## src/rtl/dw_pkg.sv

```systemverilog
// Shared types for the display memory write controller.
// Assumes nothing beyond a single clock domain.
package dw_pkg;

    // Access mode captured at the start of each qualified strobe.
    typedef enum logic {
        ACC_RAND = 1'b0,
        ACC_SEQ  = 1'b1
    } acc_mode_e;

    // Role of the address pins while the captured mode is sequential.
    localparam int EN_BIT  = 0;
    localparam int CLR_BIT = 1;

endpackage

```

## src/rtl/dw_sync.sv

```systemverilog
// Multi-stage synchroniser for a bundle of asynchronous pins.
// Assumes the bundle members are sampled together; skew between members
// is absorbed by the controller holding values across several cycles.
module dw_sync #(
    parameter int              W       = 8,
    parameter int              STAGES  = 2,
    parameter logic [W-1:0]    RST_VAL = '0
) (
    input  logic         clk,
    input  logic         rst_n,
    input  logic [W-1:0] d,
    output logic [W-1:0] q
);

    logic [W-1:0] st [STAGES];

    genvar g;
    generate
        for (g = 0; g < STAGES; g++) begin : g_stage
            if (g == 0) begin : g_first
                // First stage samples the raw pins.
                always_ff @(posedge clk) begin
                    if (!rst_n) st[g] <= RST_VAL;
                    else        st[g] <= d;
                end
            end else begin : g_next
                // Later stages settle metastability.
                always_ff @(posedge clk) begin
                    if (!rst_n) st[g] <= RST_VAL;
                    else        st[g] <= st[g-1];
                end
            end
        end
    endgenerate

    assign q = st[STAGES-1];

endmodule

```

## src/rtl/dw_strobe.sv

```systemverilog
// Qualifies the write strobe with both chip selects and finds its edges.
// Assumes synchronised inputs. "start" marks the last enabling edge of
// any input, "stop" the first disabling edge.
module dw_strobe (
    input  logic clk,
    input  logic rst_n,
    input  logic wr_n_s,
    input  logic cs_s,
    input  logic cs_n_s,
    output logic start,
    output logic stop
);

    logic act;
    logic act_d;

    assign act = !wr_n_s && cs_s && !cs_n_s;

    // Remember the previous qualified level for edge detection.
    always_ff @(posedge clk) begin
        if (!rst_n) act_d <= 1'b0;
        else        act_d <= act;
    end

    assign start = act && !act_d;
    assign stop  = !act && act_d;

endmodule

```

## src/rtl/dw_seq_ctr.sv

```systemverilog
// Sequential location counter with saturating full flag.
// Assumes "inc" is only raised for an accepted sequential write;
// the clear input wins over an increment.
module dw_seq_ctr #(
    parameter int DEPTH = 8,
    parameter int CW    = 4
) (
    input  logic          clk,
    input  logic          rst_n,
    input  logic          clr,
    input  logic          inc,
    output logic [CW-1:0] cnt,
    output logic          full
);

    localparam logic [CW-1:0] LIMIT = CW'(DEPTH);

    assign full = (cnt == LIMIT);

    // Count accepted entries up to the depth, zero on reset or clear.
    always_ff @(posedge clk) begin
        if (!rst_n || clr)       cnt <= '0;
        else if (inc && !full)   cnt <= cnt + 1'b1;
    end

endmodule

```

## src/rtl/dw_mem.sv

```systemverilog
// Display memory: one write port, combinational read port, bulk clear.
// Assumes DEPTH is a power of two so the read address covers it exactly.
module dw_mem #(
    parameter int            DEPTH = 8,
    parameter int            DW    = 6,
    parameter int            AW    = 3,
    parameter logic [DW-1:0] BLANK = '0
) (
    input  logic          clk,
    input  logic          rst_n,
    input  logic          clr,
    input  logic          we,
    input  logic [AW-1:0] wa,
    input  logic [DW-1:0] wd,
    input  logic [AW-1:0] ra,
    output logic [DW-1:0] rd
);

    logic [DW-1:0] mem [DEPTH];

    genvar g;
    generate
        for (g = 0; g < DEPTH; g++) begin : g_entry
            // Each entry blanks on reset or clear, else takes its write.
            always_ff @(posedge clk) begin
                if (!rst_n || clr)                  mem[g] <= BLANK;
                else if (we && (wa == AW'(g)))      mem[g] <= wd;
            end
        end
    endgenerate

    assign rd = mem[ra];

endmodule

```

## src/rtl/dispwr_ctrl.sv

```systemverilog
// Dual-mode display memory write controller (top).
// Captures mode and address/enable when the qualified strobe starts,
// data when it ends. Random mode writes the captured address; sequential
// mode writes the counter location and supports cascading. Assumes the
// processor holds pins for more than SYNC_STAGES+1 cycles per phase.
module dispwr_ctrl
    import dw_pkg::*;
#(
    parameter int DEPTH       = 8,
    parameter int DW          = 6,
    parameter int SYNC_STAGES = 2,
    localparam int AW         = $clog2(DEPTH),
    localparam int CW         = AW + 1
) (
    input  logic          clk,
    input  logic          rst_n,
    input  logic          wr_n,
    input  logic          cs,
    input  logic          cs_n,
    input  logic          mode,
    input  logic [AW-1:0] addr_in,
    input  logic [DW-1:0] data_in,
    input  logic          sleep,
    output logic          full_out,
    output logic          full_oe,
    input  logic [AW-1:0] rd_addr,
    output logic [DW-1:0] rd_data
);

    localparam logic [DW-1:0] BLANK = {1'b1, {(DW-1){1'b0}}};
    localparam int            SW    = 5 + AW + DW;
    localparam logic [AW-1:0] ADDR_IDLE = AW'(1 << CLR_BIT);
    localparam logic [SW-1:0] SYNC_RST  = {5'b00110, ADDR_IDLE, BLANK};

    logic [SW-1:0] sync_q;
    logic          sleep_s, cs_s, cs_n_s, wr_n_s, mode_s;
    logic [AW-1:0] addr_s;
    logic [DW-1:0] data_s;
    logic          start, stop;
    acc_mode_e     mode_q;
    logic [AW-1:0] addr_q;
    logic          seq_oe;
    logic          clr_act;
    logic          we_rand, we_seq, mem_we;
    logic [AW-1:0] mem_wa;
    logic [CW-1:0] cnt;
    logic          full;

    dw_sync #(
        .W      (SW),
        .STAGES (SYNC_STAGES),
        .RST_VAL(SYNC_RST)
    ) u_sync (
        .clk  (clk),
        .rst_n(rst_n),
        .d    ({sleep, cs, cs_n, wr_n, mode, addr_in, data_in}),
        .q    (sync_q)
    );

    assign {sleep_s, cs_s, cs_n_s, wr_n_s, mode_s, addr_s, data_s} = sync_q;

    dw_strobe u_stb (
        .clk   (clk),
        .rst_n (rst_n),
        .wr_n_s(wr_n_s),
        .cs_s  (cs_s),
        .cs_n_s(cs_n_s),
        .start (start),
        .stop  (stop)
    );

    // Capture mode and address/enable at the start of a qualified strobe.
    always_ff @(posedge clk) begin
        if (!rst_n) begin
            mode_q <= ACC_RAND;
            addr_q <= '0;
        end else if (start) begin
            mode_q <= acc_mode_e'(mode_s);
            addr_q <= addr_s;
        end
    end

    // Full-flag drive enable: off when random is captured, on after a sequential strobe ends.
    always_ff @(posedge clk) begin
        if (!rst_n)                              seq_oe <= 1'b0;
        else if (start && (mode_s == ACC_RAND))  seq_oe <= 1'b0;
        else if (stop && (mode_q == ACC_SEQ))    seq_oe <= 1'b1;
    end

    assign clr_act = (mode_q == ACC_SEQ) && !addr_s[CLR_BIT];
    assign we_rand = stop && (mode_q == ACC_RAND);
    assign we_seq  = stop && (mode_q == ACC_SEQ) && addr_q[EN_BIT] && !full && !clr_act;
    assign mem_we  = we_rand || we_seq;
    assign mem_wa  = (mode_q == ACC_SEQ) ? cnt[AW-1:0] : addr_q;

    dw_seq_ctr #(
        .DEPTH(DEPTH),
        .CW   (CW)
    ) u_ctr (
        .clk  (clk),
        .rst_n(rst_n),
        .clr  (clr_act),
        .inc  (we_seq),
        .cnt  (cnt),
        .full (full)
    );

    dw_mem #(
        .DEPTH(DEPTH),
        .DW   (DW),
        .AW   (AW),
        .BLANK(BLANK)
    ) u_mem (
        .clk  (clk),
        .rst_n(rst_n),
        .clr  (clr_act),
        .we   (mem_we),
        .wa   (mem_wa),
        .wd   (data_s),
        .ra   (rd_addr),
        .rd   (rd_data)
    );

    assign full_oe  = seq_oe && !sleep_s;
    assign full_out = full_oe && full;

endmodule

```

## config.mk

```make
export PLATFORM = sky130hd
export DESIGN_NAME = dispwr_ctrl
export DESIGN_NICKNAME = d
export VERILOG_FILES = /design/src/rtl/dw_pkg.sv /design/src/rtl/dw_sync.sv /design/src/rtl/dw_strobe.sv /design/src/rtl/dw_seq_ctr.sv /design/src/rtl/dw_mem.sv /design/src/rtl/dispwr_ctrl.sv
export SDC_FILE = /design/constraint.sdc
export NUM_CORES = 1
export LEC_CHECK = 0
export BUFFER_PORTS_ARGS = -buffer_cell sky130_fd_sc_hd__buf_4
export CORE_ASPECT_RATIO = 0.75
export CORE_MARGIN = 1
export CORE_UTILIZATION = 35
export DETAILED_ROUTE_END_ITERATION = 6
export SLEW_MARGIN = 40
export SYNTH_ARGS = -nofsm -noshare
export SYNTH_HDL_FRONTEND = slang
export SYNTH_SLANG_ARGS = --single-unit
```

## constraint.sdc

```tcl
create_clock -name clk -period 4.48 [get_ports clk]
set_input_delay 0.448 -clock clk [delete_from_list [all_inputs] [get_ports clk]]
set_output_delay 0.448 -clock clk [all_outputs]
set_load 0.01 [all_outputs]
```

== Word level (Yosys, flattened, before mapping) ==
Memory sizes are Yosys's and may differ from the RTL's.
Index checks and enable logic that the tools add are counted.
W data, S select, Z words.

* Bits in registers: 10
* Bits in latches: 0
* Memory bits (writable): 76
* ROM bits: 0
* Input bits: 19
* Output and inout port bits: 8
* Logic and storage cells: 103
* Memories: 2

* Add/subtract/negate cells: 1
* Multiply operators: 0
* Div/mod/pow operators: 0
* $lt $le $gt $ge: 0
* Eq/ne operators: 8
* Shift operators: 0
* Mux-type cells: 39
* Bitwise logic cells: 13
* Reduce and logical (&&, ||, !) cells: 35

{| class="wikitable"
|+ Memories
! name !! depth !! width !! rd ports !! clocked after Yosys merged registers in !! wr ports !! RTL line !! text
|-
| u_mem.mem || 8 || 6 || 1 || 0 || 8 || dw_mem.sv:19 || <nowiki>logic [DW-1:0] mem [DEPTH];</nowiki>
|-
| u_sync.st || 2 || 14 || 2 || 0 || 2 || dw_sync.sv:15 || <nowiki>logic [W-1:0] st [STAGES];</nowiki>
|}

{| class="wikitable"
|+ Operator list
! operator !! number
|-
| $mux W6 || 8
|-
| $mux W1 || 28
|-
| $mux W14 || 2
|-
| $logic_and A1 B1 Y1 || 22
|-
| $eq A3 B3 Y1 const B || 4
|-
| $or A1 B1 Y1 || 10
|-
| $logic_not A1 Y1 || 9
|-
| $eq A3 B2 Y1 const B || 2
|-
| $add A4 B1 Y4 const B || 1
|-
| $eq A4 B4 Y1 const B || 1
|-
| $eq A3 B1 Y1 const B || 1
|-
| $logic_not A3 Y1 || 1
|-
| $mux W3 || 1
|-
| $not A1 Y1 || 3
|-
| $logic_or A1 B1 Y1 || 2
|-
| $reduce_or A2 Y1 || 1
|}

== Logic depth before layout (Yosys ltp) ==
Gate-level depths: netlist of run 1.

* Word-level depth: 15
* Gate-level depth with buffers: 6
* Mapped depth without buffers: 5

== Hierarchy ==
A second synthesis of run 1 with hierarchy kept.

* Cell total of the unflattened synthesis: 264
* Area total of the unflattened synthesis: 3558.4 µm²

{| class="wikitable"
|+ By module, submodules not included
! module !! times used !! cells each !! area each (µm²)
|-
| dw_mem || 1 || 147 || 2240.9
|-
| dw_sync || 1 || 58 || 759.5
|-
| dispwr_ctrl || 1 || 29 || 285.3
|-
| dw_seq_ctr || 1 || 25 || 217.7
|-
| dw_strobe || 1 || 5 || 55.1
|}

== Worst setup path after synthesis of run 1 ==
OpenSTA, ideal clock, no wires.

* Path kind: register to register
* Start point: register mode_q
* End point: memory u_mem.mem[5][0], enable pin
* Library setup time: 0.377 ns
* Arrival: 1.608 ns
* Required time: 4.103 ns
* Setup slack: 2.495 ns
* Cell stages (with the launch flop): 6
* Path buffers: 2
* Period minus slack after synthesis: 1.985 ns
* Cells stage by stage: dfxtp_1 > buf_6 > buf_2 > mux2i_1 > o21ai_0 > o21ai_0

{| class="wikitable"
|+ RTL lines
! what !! RTL line !! text
|-
| from (decl) || dispwr_ctrl.sv:40 || <nowiki>acc_mode_e mode_q;</nowiki>
|-
| from (signal assigned) || dispwr_ctrl.sv:78 || <nowiki>mode_q <= acc_mode_e'(mode_s);</nowiki>
|-
| to (decl) || dw_mem.sv:19 ||
|}

==> results_dict.tcl, run 1 <==
set metrics [dict create \
    syn_inst 292 \
    max-cap-violations 0 \
    reg2reg_from "mode_q" \
    clock_path_buffers 2 \
    start_kind "flip-flop" \
    root_buffer "clkbuf_16" \
    cts_made_buffers 9 \
    yosysWarningCount 0 \
    tightest_slew_ns 0.787 \
    path_class "flip-flop to flip-flop" \
    synth_top_area_share_pct 38.7 \
    track_usage_pct 15.2 \
    synth_top_cell_by_area "edfxtp_1" \
    tns_ns 0 \
    postCtsSetupBuffers 0 \
    critPathMaxStageDelay_ns 0.75 \
    p_leak_uw 0.00141 \
    h-tree-depth 3 \
    grt_pass1_vias 2235 \
    wirelength_mm 7.86 \
    worstPathCellList "mux2i_2 -> nand3_1 -> o31ai_1" \
    grt_pass1_wl_mm 12.1 \
    die_area_sq_mm 0.0111 \
    clock-skew-final_ns 0.00596 \
    cts_sinks 86 \
    overflow 0 \
    rsz0062_at_grt "false" \
    io_pins 27 \
    core_area_sq_mm 0.0103 \
    hpwl_mm 5.47 \
    status "complete, no violations" \
    dieHeight_um 91.4 \
    ctsHoldBuffers 0 \
    fp-row-count 32 \
    initial_core_util_pct 36.1 \
    end_kind "flip-flop" \
    stdcell_area_sq_mm 0.00428 \
    via_per_inst 5.36 \
    ant_nets 0 \
    syn_avg_cell_area_sq_um 12.8 \
    vias 2407 \
    hp-start "data_in[5]" \
    path_delay_family "flip-flops" \
    drive_above_1_share_pct 21.7 \
    arrival_ns 2.76 \
    post-place-ws_ns 1.72 \
    synth_area_leaders "edfxtp_1, dfxtp_1, mux4_2" \
    power_density_mw_per_mm2 377 \
    drc 0 \
    ys_seq_elements 86 \
    finalHoldViolCount 0 \
    period_share_pct 62.3 \
    hold_path_class "input port to flip-flop" \
    final_nets 329 \
    hold_ws_ns 0.293 \
    grt_max_degree 47 \
    synth_cell_type_count 45 \
    slew_violations 0 \
    setup-violations-final 0 \
    slew_headroom_pct 47.0 \
    layout_min_cycle_time_ns 2.79 \
    path_max_fanout 18 \
    dr.pass1.iters 5 \
    diodes 0 \
    synth-async-reset-ratio_pct 0 \
    clk_pin_slew_worst_paths_ns 0.06 \
    syn_area_sq_mm 0.00373 \
    critPathBufInv 0 \
    worst_slack_ns 1.69 \
    gp_congestion 0.830 \
    postCtsResizedCells 0 \
    yosysSeqAreaShare_pct 59.1 \
    cp.required_ns 4.45 \
    insertion_delay_ns 0.34 \
    utilization_pct 41.4 \
    area_growth_pct 14.7 \
    synth_edf_count 48 \
    slowest_stage "dfxtp_1" \
    cts_tree "yes" \
    wl_per_cell_um 17.5 \
    dieWidth_um 121 \
    port-buffer-count 26 \
    synthFlopType "edfxtp_1" \
    syn-num-nets 313 \
    fmax_mhz 358 \
    startpoint "mode_q" \
    vdd.ir_drop.worst_v 0.000170 \
    drt_iter0_drc 258 \
    dpl_cell_area_sq_mm 0.00400 \
    antenna_found_initial 0 \
]
registers in the layout (all words and copies together) (netlist names):
signal / flops
u_mem.mem: 48
u_sync.st: 28
u_ctr.cnt: 4
addr_q: 3
mode_q: 1
seq_oe: 1
u_stb.act_d: 1
power breakdown:
group / total, uW / switching [uW] / internal (uW)
Clock: 673 / 284 / 389
Combinational: 74.1 / 34.0 / 40.2
Sequential: 867 / 11.9 / 855
cell usage in the layout (no fill, tap or decap), types with 2 or more instances in the layout:
cell type  netlist  final
o21ai_1          0      5
nor4b_1          2      2
a21boi_1         4      4
clkbuf_16        0      9
nand3_1          2      2
nand2b_1         8      8
or4_1            8      8
and2_1          24     24
o211ai_1         8      8
dfxtp_1         38     38
edfxtp_1        48     48
ha_1             2      2
nand4_1         15     15
buf_4            0     28
nor3_1          40     40
o21ai_0         13      8
clkinv_2         0      2
inv_1            4      4
mux2_2           6      6
nand2_1          4      4
nor2b_1          3      3
mux2i_1          5      5
mux4_2          12     12
clkbuf_1        10      2
worst paths after layout:
check                                        to  slack, ns  depth (start not counted)
worst min register to register  u_sync.st[1][7]       0.41                          1
worst max register to register  u_mem.mem[3][1]       1.69                          3
worst min-delay path            u_sync.st[0][5]       0.29                          2
worst max-delay path            u_mem.mem[3][1]       1.69                          3
worst reg2reg max path, delay by kind of cell (launching register included):
kind,cells,cell delay [ns]
DFF,1,0.75
muxes,1,0.73
AOI/OAI and AO/OA,1,0.72
and+or+nand+nor,1,0.23
cell type report:
| type | instances | area, sq um |
|---|---|---|
| clock inverter | 4 | 23.8 |
| tap | 136 | 170 |
| clock buffer | 12 | 246 |
| timing repair buffer | 28 | 210 |
| inverter | 5 | 18.8 |
| multi-input combinational | 178 | 1410 |
| fill | 1000 | 6050 |
| sequential | 86 | 2200 |
kinds of logic after synthesis:
family,Yosys count,synth area share [%]
buf+inv,28,3.36
fa+ha+maj,2,0.671
flops,86,59.1
compound gates,33,5.77
simple gates,116,19.1
mux,27,12.1
synth_stat cells (3+ instances only):
| master | n |
|---|---|
| nor2b_1 | 3 |
| mux2_2 | 6 |
| edfxtp_1 | 48 |
| o21ai_0 | 13 |
| o211ai_1 | 8 |
| nand2b_1 | 8 |
| mux2i_1 | 5 |
| inv_1 | 4 |
| and2_1 | 24 |
| nor3_1 | 40 |
| nand2_1 | 4 |
| clkbuf_1 | 10 |
| nand4_1 | 15 |
| or4_1 | 8 |
| mux4_2 | 12 |
| a21boi_1 | 4 |
| dfxtp_1 | 38 |
| buf_2 | 10 |
through the flow:
step	instances	total power, uW
finish	449	1610
global route	449	1670
CTS	449	1630
detailed placement	433	959
global placement	433	957
floorplan	292	926
routing by layer:
metal | track usage [%] | vias to the layer above | share of wire [%]
met5 | 0 | - | 0
met4 | 7.41 | 0 | 1.7
met3 | 6.28 | 11 | 10
met2 | 20.0 | 109 | 41
met1 | 21.3 | 1142 | 48
li1 | - | 1145 | -
Power figures use the tool's default switching activity.
==> inputs of run 2 (changes only) <==
==> constraint.sdc (replaced) <==
create_clock -name clk -period 2.8 [get_ports clk]
set_input_delay 0.28 -clock clk [delete_from_list [all_inputs] [get_ports clk]]
set_output_delay 0.28 -clock clk [all_outputs]
set_load 0.01 [all_outputs]
==> run 2 against run 1 <==
Effect of this change: global-route usage rose by 0.63 points; cell count rose by 3.1%; fmax increased by 16%; sequential power increased by 59%; final area up 3.3%; power rose by 68%; worst setup slack worse by 1.3 ns; largest power group unchanged; critical path type unchanged; combinational power up 78%; non-clock buffer count increased by 14.
==> results_dict.tcl, run 2 (synthesis gave the netlist of run 1 again) <==
set metrics [dict create \
    rsz0062_at_grt "false" \
    cp.required_ns 2.85 \
    drive_above_1_share_pct 25.4 \
    io_pins 27 \
    tns_ns 0 \
    reg2reg_slack_ns 0.40 \
    top_usage_layer "met2" \
    grt_pass1_vias 2394 \
    final_common_cell "edfxtp_1" \
    vdd.ir_drop.worst_v 0.000402 \
    core_area_sq_mm 0.0103 \
    power_uw 2710 \
    diodes 0 \
    slew_violations 0 \
    slowest_stage "mux2i_2" \
    period_share_pct 85.5 \
    worstPathCellList "mux2i_2 -> nand3_1 -> o31ai_1 -> buf_4" \
    wl_per_cell_um 17.3 \
    grtUsageMet2_pct 23.6 \
    max-cap-violations 0 \
    hold_ws_ns 0.123 \
    clk_pin_slew_worst_paths_ns 0.06 \
    worstRegToRegCells 4 \
    ctsHoldBuffers 0 \
    slew_headroom_pct 43.1 \
    insertion_delay_ns 0.34 \
    use_met1_pct 22.0 \
    path_max_fanout 15 \
    critPathMaxStageDelay_ns 0.79 \
    layout_min_cycle_time_ns 2.40 \
    tightest_slew_ns 0.837 \
    largest_register_ffs 48 \
    p_leak_uw 0.00149 \
    hpwl_mm 5.63 \
    postCtsResizedCells 0 \
    dieWidth_um 121 \
    ant_nets 0 \
    h-tree-depth 3 \
    power_density_mw_per_mm2 614 \
    final_nets 343 \
    setup-violations-final 0 \
    gp_congestion 0.741 \
    port-buffer-count 26 \
    mostFrequentLayoutCells "edfxtp_1, buf_4, nor3_1" \
    postCtsSetupBuffers 0 \
    arrival_ns 2.45 \
    clock_path_buffers 2 \
    overflow 0 \
    dieHeight_um 91.4 \
    root_buffer "clkbuf_16" \
    largest-register "u_mem.mem" \
    fmax_mhz 417 \
    initial_core_util_pct 36.1 \
    track_usage_pct 15.9 \
    area_growth_pct 18.5 \
    via_per_inst 5.34 \
    die_area_sq_mm 0.0111 \
    r2r_end "u_mem.mem[3][0]" \
    drt_iter0_drc 234 \
    whs_endpoint "u_sync.st[0][5]" \
    path_class "flip-flop to flip-flop" \
    end_kind "flip-flop" \
    hp-start "data_in[5]" \
    hold_path_class "input port to flip-flop" \
    drc 0 \
    finalHoldViolCount 0 \
    fp-row-count 32 \
    cts_sinks 86 \
    antenna_found_initial 0 \
    dr.pass1.iters 4 \
    fill_cells 962 \
    grt_max_degree 47 \
    vias 2473 \
    cts_made_buffers 9 \
    reg2reg_from "mode_q" \
    largestRegisters "u_mem.mem x48, u_sync.st x28, u_ctr.cnt x4" \
    wirelength_mm 8.01 \
    clock-skew-final_ns 0.00689 \
    cts_tree "yes" \
    grt_pass1_wl_mm 12.9 \
    hold-path-cell-count 2 \
    grt_use_met3_pct 5.65 \
    start_kind "flip-flop" \
    status "complete, no violations" \
]
## run 2: changes by cell type in the layout (fill, tap and decap cells not counted), sizes merged
cell    previous run  this run
inv                5         4
clkbuf            12        13
buf               28        42
clkinv             3         2
bufinv             0         1
## run 2: worst max-delay path, delay by kind of cell, from the launching register on
| kind | cells | cell delay, ns |
|---|---|---|
| flops | 1 | 0.66 |
| simple gates | 1 | 0.20 |
| buf+inv | 1 | 0.19 |
| compound gates | 1 | 0.26 |
| mux | 1 | 0.79 |
## run 2: stage by stage
stage / cell area (sq um) / setup slack, ns / instances / utilization [%]
floorplan: 3730 / 0.815 / 292 / -
global placement: 4110 / 0.513 / 447 / 39.8
detailed placement: 4110 / 0.452 / 447 / 39.8
CTS: 4410 / 0.438 / 463 / 42.7
global route: 4420 / 0.280 / 463 / 42.8
finish: 4420 / 0.405 / 463 / 42.8
## run 2: how the worst max path moves through the flow
stage,start,end,depth (start not counted)
after CTS,mode_q,u_mem.mem[3][0],4
after global placement,mode_q,u_mem.mem[3][4],4
after floorplan,mode_q,u_mem.mem[5][0],5
after detailed placement,mode_q,u_mem.mem[4][3],3
final,mode_q,u_mem.mem[3][0],4
after global routing,mode_q,u_mem.mem[0][3],4
## run 2: layer usage
layer	vias to the layer above	share of wire, %
met1	1233	48
met4	0	0.52
met3	5	5.6
met5	-	0
li1	1173	-
met2	62	46
## run 2: power by group
part / internal, uW / leakage [uW] / switching, uW / total (uW)
clock: 742 / 0.000149 / 456 / 1200
sequential: 1370 / 0.000780 / 14.5 / 1380
combinational: 70.3 / 0.000560 / 61.5 / 132
## run 2: layout make-up
type,instances,area (sq um),area share [%]
clock inverter,3,42.5,0.963
sequential,86,2200,49.8
inverter,5,18.8,0.425
tap,136,170,3.85
clock buffer,13,262,5.92
multi-input combinational,178,1410,31.9
timing repair buffer,42,315,7.14
